$ cat config.mk
export PLATFORM = sky130hd
export DESIGN_NAME = burst_addr_seq
export DESIGN_NICKNAME = d
export VERILOG_FILES = /design/src/rtl/burst_seq_pkg.sv /design/src/rtl/bas_rst_sync.sv /design/src/rtl/bas_load_ctrl.sv /design/src/rtl/bas_state.sv /design/src/rtl/bas_map.sv /design/src/rtl/burst_addr_seq.sv
export SDC_FILE = /design/constraint.sdc
export NUM_CORES = 1
export LEC_CHECK = 0
export CORE_MARGIN = 2
export CORE_UTILIZATION = 40
export CTS_BUF_LIST = sky130_fd_sc_hd__clkbuf_4
export CTS_CLUSTER_DIAMETER = 120
export CTS_CLUSTER_SIZE = 10
export DETAILED_ROUTE_END_ITERATION = 10
export GPL_ROUTABILITY_DRIVEN = 0
export PLACE_DENSITY_LB_ADDON = 0.3
export SLEW_MARGIN = 25
export SYNTH_ARGS = -nofsm -noshare
export SYNTH_HDL_FRONTEND = slang
export SYNTH_HIERARCHICAL = 1
export SYNTH_SLANG_ARGS = --single-unit
$ cat constraint.sdc
create_clock -name clk_i -period 1.1 [get_ports clk_i]
set_clock_uncertainty 0.05 [all_clocks]
set_input_delay 0.11 -clock clk_i [delete_from_list [all_inputs] [get_ports clk_i]]
set_output_delay 0.11 -clock clk_i [all_outputs]
set_load 0.005 [all_outputs]
$ cat src/rtl/burst_seq_pkg.sv
package burst_seq_pkg;
  typedef enum logic {
    ORD_LINEAR     = 1'b0,
    ORD_INTERLEAVE = 1'b1
  } burst_order_e;
endpackage

$ cat src/rtl/bas_rst_sync.sv
module bas_rst_sync (
  input  logic clk_i,
  input  logic rst_ni,
  output logic rst_sync_no
);
  logic [1:0] sync_q;

  always_ff @(posedge clk_i or negedge rst_ni) begin
    if (!rst_ni) sync_q <= 2'b00;
    else         sync_q <= {sync_q[0], 1'b1};
  end

  assign rst_sync_no = sync_q[1];
endmodule

$ cat src/rtl/bas_load_ctrl.sv
module bas_load_ctrl (
  input  logic proc_strb_n_i,
  input  logic ctrl_strb_n_i,
  input  logic chip_sel_i,
  input  logic adv_n_i,
  output logic load_o,
  output logic step_o
);
  logic proc_req, ctrl_req;

  // processor strobe counts only while selected; controller strobe likewise
  assign proc_req = ~proc_strb_n_i & chip_sel_i;
  assign ctrl_req = ~ctrl_strb_n_i & chip_sel_i;
  assign load_o   = proc_req | ctrl_req;
  // a load overrides any advance in the same cycle
  assign step_o   = ~adv_n_i & ~load_o;
endmodule

$ cat src/rtl/bas_state.sv
module bas_state
  import burst_seq_pkg::*;
#(
  parameter int ADDR_W = 19,
  parameter int CNT_W  = 2
) (
  input  logic              clk_i,
  input  logic              rst_ni,
  input  logic              load_i,
  input  logic              step_i,
  input  logic [ADDR_W-1:0] addr_i,
  input  logic              order_sel_i,
  output logic [ADDR_W-1:0] base_o,
  output burst_order_e      order_o,
  output logic [CNT_W-1:0]  cnt_o,
  output logic              act_o
);
  localparam logic [CNT_W-1:0] LAST_CNT = '1;

  logic [ADDR_W-1:0] base_q, base_d;
  burst_order_e      order_q, order_d;
  logic [CNT_W-1:0]  cnt_q, cnt_d;
  logic              act_q, act_d;
  logic              upd_en;

  assign upd_en = load_i | (act_q & step_i);

  always_comb begin
    base_d  = base_q;
    order_d = order_q;
    cnt_d   = cnt_q;
    act_d   = act_q;
    if (load_i) begin
      base_d  = addr_i;
      order_d = burst_order_e'(order_sel_i);
      cnt_d   = '0;
      act_d   = 1'b1;
    end else if (act_q && step_i) begin
      if (cnt_q == LAST_CNT) act_d = 1'b0;
      else                   cnt_d = cnt_q + 1'b1;
    end
  end

  always_ff @(posedge clk_i or negedge rst_ni) begin
    if (!rst_ni) begin
      base_q  <= '0;
      order_q <= ORD_LINEAR;
      cnt_q   <= '0;
      act_q   <= 1'b0;
    end else if (upd_en) begin
      base_q  <= base_d;
      order_q <= order_d;
      cnt_q   <= cnt_d;
      act_q   <= act_d;
    end
  end

  assign base_o  = base_q;
  assign order_o = order_q;
  assign cnt_o   = cnt_q;
  assign act_o   = act_q;

  AST_LOAD_RESTARTS: assert property (@(posedge clk_i) disable iff (!rst_ni)
    load_i |=> (act_q && cnt_q == '0 && base_q == $past(addr_i)));

  AST_STEP_ONE: assert property (@(posedge clk_i) disable iff (!rst_ni)
    (act_q && step_i && cnt_q != LAST_CNT) |=> (cnt_q == $past(cnt_q) + 1'b1));

  AST_HOLD_IDLE: assert property (@(posedge clk_i) disable iff (!rst_ni)
    (!load_i && !step_i) |=> ($stable(cnt_q) && $stable(act_q)));

  AST_END_BURST: assert property (@(posedge clk_i) disable iff (!rst_ni)
    (act_q && step_i && cnt_q == LAST_CNT) |=> (!act_q && cnt_q == LAST_CNT));

  AST_ORDER_FIXED: assert property (@(posedge clk_i) disable iff (!rst_ni)
    !load_i |=> $stable(order_q));
endmodule

$ cat src/rtl/bas_map.sv
module bas_map
  import burst_seq_pkg::*;
#(
  parameter int ADDR_W = 19,
  parameter int CNT_W  = 2
) (
  input  logic [ADDR_W-1:0] base_i,
  input  burst_order_e      order_i,
  input  logic [CNT_W-1:0]  cnt_i,
  output logic [ADDR_W-1:0] addr_o
);
  logic [CNT_W-1:0] lo_lin, lo_int, lo_sel;

  assign lo_lin = base_i[CNT_W-1:0] + cnt_i;

  for (genvar b = 0; b < CNT_W; b++) begin : g_xor
    assign lo_int[b] = base_i[b] ^ cnt_i[b];
  end

  assign lo_sel = (order_i == ORD_INTERLEAVE) ? lo_int : lo_lin;
  assign addr_o = {base_i[ADDR_W-1:CNT_W], lo_sel};
endmodule

$ cat src/rtl/burst_addr_seq.sv
module burst_addr_seq
  import burst_seq_pkg::*;
#(
  parameter int ADDR_W = 19
) (
  input  logic              clk_i,
  input  logic              rst_ni,
  input  logic [ADDR_W-1:0] addr_i,
  input  logic              proc_strb_n_i,
  input  logic              ctrl_strb_n_i,
  input  logic              adv_n_i,
  input  logic              order_sel_i,
  input  logic              chip_sel_i,
  output logic [ADDR_W-1:0] mem_addr_o,
  output logic              burst_act_o
);
  localparam int CNT_W = 2;

  logic             rst_sync_n;
  logic             load, step;
  logic [ADDR_W-1:0] base;
  burst_order_e     order;
  logic [CNT_W-1:0] cnt;

  bas_rst_sync u_rst (
    .clk_i      (clk_i),
    .rst_ni     (rst_ni),
    .rst_sync_no(rst_sync_n)
  );

  bas_load_ctrl u_load (
    .proc_strb_n_i(proc_strb_n_i),
    .ctrl_strb_n_i(ctrl_strb_n_i),
    .chip_sel_i   (chip_sel_i),
    .adv_n_i      (adv_n_i),
    .load_o       (load),
    .step_o       (step)
  );

  bas_state #(.ADDR_W(ADDR_W), .CNT_W(CNT_W)) u_state (
    .clk_i      (clk_i),
    .rst_ni     (rst_sync_n),
    .load_i     (load),
    .step_i     (step),
    .addr_i     (addr_i),
    .order_sel_i(order_sel_i),
    .base_o     (base),
    .order_o    (order),
    .cnt_o      (cnt),
    .act_o      (burst_act_o)
  );

  bas_map #(.ADDR_W(ADDR_W), .CNT_W(CNT_W)) u_map (
    .base_i (base),
    .order_i(order),
    .cnt_i  (cnt),
    .addr_o (mem_addr_o)
  );

  AST_UPPER_FIXED: assert property (@(posedge clk_i) disable iff (!rst_sync_n)
    !load |=> $stable(mem_addr_o[ADDR_W-1:CNT_W]));

  AST_UNSEL_IGNORED: assert property (@(posedge clk_i) disable iff (!rst_sync_n)
    (!chip_sel_i && adv_n_i) |=> ($stable(mem_addr_o) && $stable(burst_act_o)));

  AST_LOAD_VISIBLE: assert property (@(posedge clk_i) disable iff (!rst_sync_n)
    load |=> (burst_act_o && mem_addr_o == $past(addr_i)));

  AST_IDLE_NO_STEP: assert property (@(posedge clk_i) disable iff (!rst_sync_n)
    (!burst_act_o && !load) |=> ($stable(mem_addr_o) && !burst_act_o));
endmodule

==> summary.txt <==
Power and ir drop
  • Pleak: 0.838 nW
  • Pwr/cell area: 1280 mW/mm^2
  • Peak supply drop: 0.000461 V

Status
  • Violated checks: setup timing
  • Status: finished with violations

Clocking
  • CTS Buf Count: 3
  • Clock tree from TritonCTS: yes
  • Clock sink count: 25
  • CTS max path bufs: 2
  • Clock Latency Late Sink: 0.30 ns
  • Root Buffer: clkbuf_4
  • Clock-pin slew on the worst setup and hold paths: 0.13 ns
  • H-tree lvl count: 1

Critical path
  • CP Data Arrival Time: 1.59 ns
  • Critical path peak fanout: 3
  • Crit-path slowest cell: dfrtp_1
  • Crit path capture type: flip-flop
  • Worst path max stage delay: 0.43 ns
  • CP Class: flip-flop to flip-flop
  • CP startpoint kind: flip-flop
  • Critical path cell sequence: buf_4 > ha_2 > and3b_2 > mux2_4
  • Crit path required time: 1.26 ns

Routing
  • Drc violations: 0
  • Antenna-violating nets left: 0
  • Post-DR wirelength/cell: 13.2 um
  • Via-to-Cell Ratio: 4.51
  • Drt total wl: 2190 um
  • Vias: 749
  • Initial DRC Count: 8
  • DRT Pass-1 Iters: 2

Layout
  • Antenna diodes: 0
  • Post-route cell area: 0.00174 mm^2
  • Most frequent cells in the layout: dfrtp_1 (25), clkdlybuf4s50_1 (22), mux2_4 (20)
  • Area Growth Syn to Fin: 41.4%
  • Post-layout util: 58.4%
  • Most common cell after layout, fill and taps aside: dfrtp_1
  • Nets: 162
  • Non-filler instance count after layout: 166
  • Layout cells sized above 1: 54.9%

Placed design
  • Post-DP Area: 0.00160 mm^2
  • HPWL Detailed: 1330 um
  • Placed instance count: 144
  • Number of buffers added on ports: 45

Timing
  • Final setup violation count: 4
  • Final hold vios: 0
  • Crit share post-route: 131%
  • Fin crit period: 1.44 ns
  • Fmax: 695 MHz
  • Worst setup margin: -0.338 ns
  • WHS: 0.178 ns
  • Slew Viols, Final: 0
  • Setup repair after global routing missed its margin: true

Die
  • Die footprint: 0.00353 mm^2
  • Boundary pin count: 46
  • Die X: 59.4 um
  • Starting density of the core: 41.3%
  • Cell Rows: 20
  • Die Ht: 59.4 um
  • CORE AREA: 0.00298 mm^2

Global route
  • Grt ovf: 0
  • Total GRT Usage: 13.7%
  • Pin count of the biggest net entering global routing: 24
  • First-pass GRT wire length: 3640 um
  • Initial antenna violation count: 0
  • Vias in the first global route: 816

Yosys
  • Cell accounting for the most synthesized area: dfrtp_1
  • Syn avg cell area: 15.0 um^2
  • Area contributors post-synth: dfrtp_1 (51%), mux2_4 (23%), buf_4 (10%)
  • Syn Std Cell Area: 0.00123 mm^2
  • YS warnings: 6
  • Syn_nets: 110
  • Area fraction of the dominant cell type after synthesis: 50.9%
  • Netlist cell types: 17
  • Gate Count Post-Synth: 82
  • Seq cells post-synth: 25
  • Register area share after synthesis: 50.9%

Job
  • Maxcap violations: 0

Worst hold path
  • Hold Crit Class: flip-flop to asynchronous set/reset pin
-- where the power goes --
group / internal (mW) / total (mW) / switching, mW
clock: 0.166 / 0.416 / 0.251
combinational: 0.492 / 0.704 / 0.212
sequential: 1.03 / 1.10 / 0.0719
-- kinds of logic (layout without fill, tap and decap cells) --
family | Yosys count | after routing | share of synthesized area [%]
xor+xnor | 2 | 2 | 1.43
flops | 25 | 25 | 50.9
buf+inv | 20 | 71 | 13.8
mux | 22 | 22 | 25.9
compound gates | 2 | 2 | 1.53
fa+ha+maj | 2 | 2 | 2.04
simple gates | 8 | 8 | 4.07
other cells | 1 | 1 | 0.305
-- state kept, by name (all words and copies together) (netlist names) --
signal and cells:
u_state/act_o 1, u_state/order_o 1, u_rst/sync_q 2, u_state/base_o 19, u_state/cnt_o 2
-- per-layer routing --
| metal | share of wire [%] | track usage [%] |
|---|---|---|
| met1 | 43 | 17.6 |
| met2 | 50 | 22.8 |
| met3 | 6.7 | 3.28 |
| met4 | 0.46 | 3.90 |
| met5 | 0 | 0 |
-- Yosys cell counts --
cell type / instances
a21boi_2: 1
buf_6: 2
buf_4: 17
mux2_4: 19
a21o_1: 1
ha_1: 2
nand2b_1: 2
conb_1: 1
mux2_2: 2
and3b_1: 1
xnor2_1: 2
nor2b_1: 2
mux2i_1: 1
dfrtp_1: 25
nor2_2: 2
nand2_1: 1
buf_12: 1
-- cell type report --
cell class                      count  area (um^2)
Clock buffer                        4         30.0
Sequential cell                    25          626
Tap cell                           33         41.3
Multi-Input combinational cell     37          468
Timing Repair Buffer               67          573
Fill cell                         260         1240
-- path summary, 6_finish.rpt --
path,from,end,slack [ns],cells past startpoint
worst max-delay path,u_state/cnt_o[0],u_state/cnt_o[0],-0.34,4
worst min-delay path,u_rst/sync_q[1],u_state/act_o,0.18,1
worst max register to register,u_state/cnt_o[0],u_state/cnt_o[0],-0.34,4
worst min register to register,u_rst/sync_q[1],u_state/act_o,0.18,1
max in group asynchronous,rst_ni,u_rst/sync_q[0],0.45,2
min in group clk_i,u_rst/sync_q[0],u_rst/sync_q[1],0.32,0
-- critical path, delay by kind of cell (launching register included) --
kind	cells	cell delay [ns]
mux	1	0.29
flops	1	0.43
fa+ha+maj	1	0.16
simple gates	1	0.25
buf+inv	1	0.15
-- per-stage QoR --
stage                     power (mW)  setup TNS (ns)  setup slack [ns]
after floorplan                 1.52          -0.184            -0.178
after global placement          1.76           -9.27            -0.419
after detailed placement        1.77          -10.04            -0.457
after CTS                       2.21           -1.24            -0.349
after global routing            2.38           -1.44            -0.416
final                           2.23           -1.11            -0.338
-- what timing repair did --
| item | in CTS | in global routing |
|---|---|---|
| endpoints found under the setup margin | 42 | 22 |
| endpoints found under the hold margin | 2 | 0 |
| setup buffers | 6 | 9 |
| resized for setup | 52 | 21 |
| gates cloned | 2 | 0 |
| pin swaps | 3 | 2 |
| hold buffers | 1 | 0 |
Power figures use the tool's default switching activity.
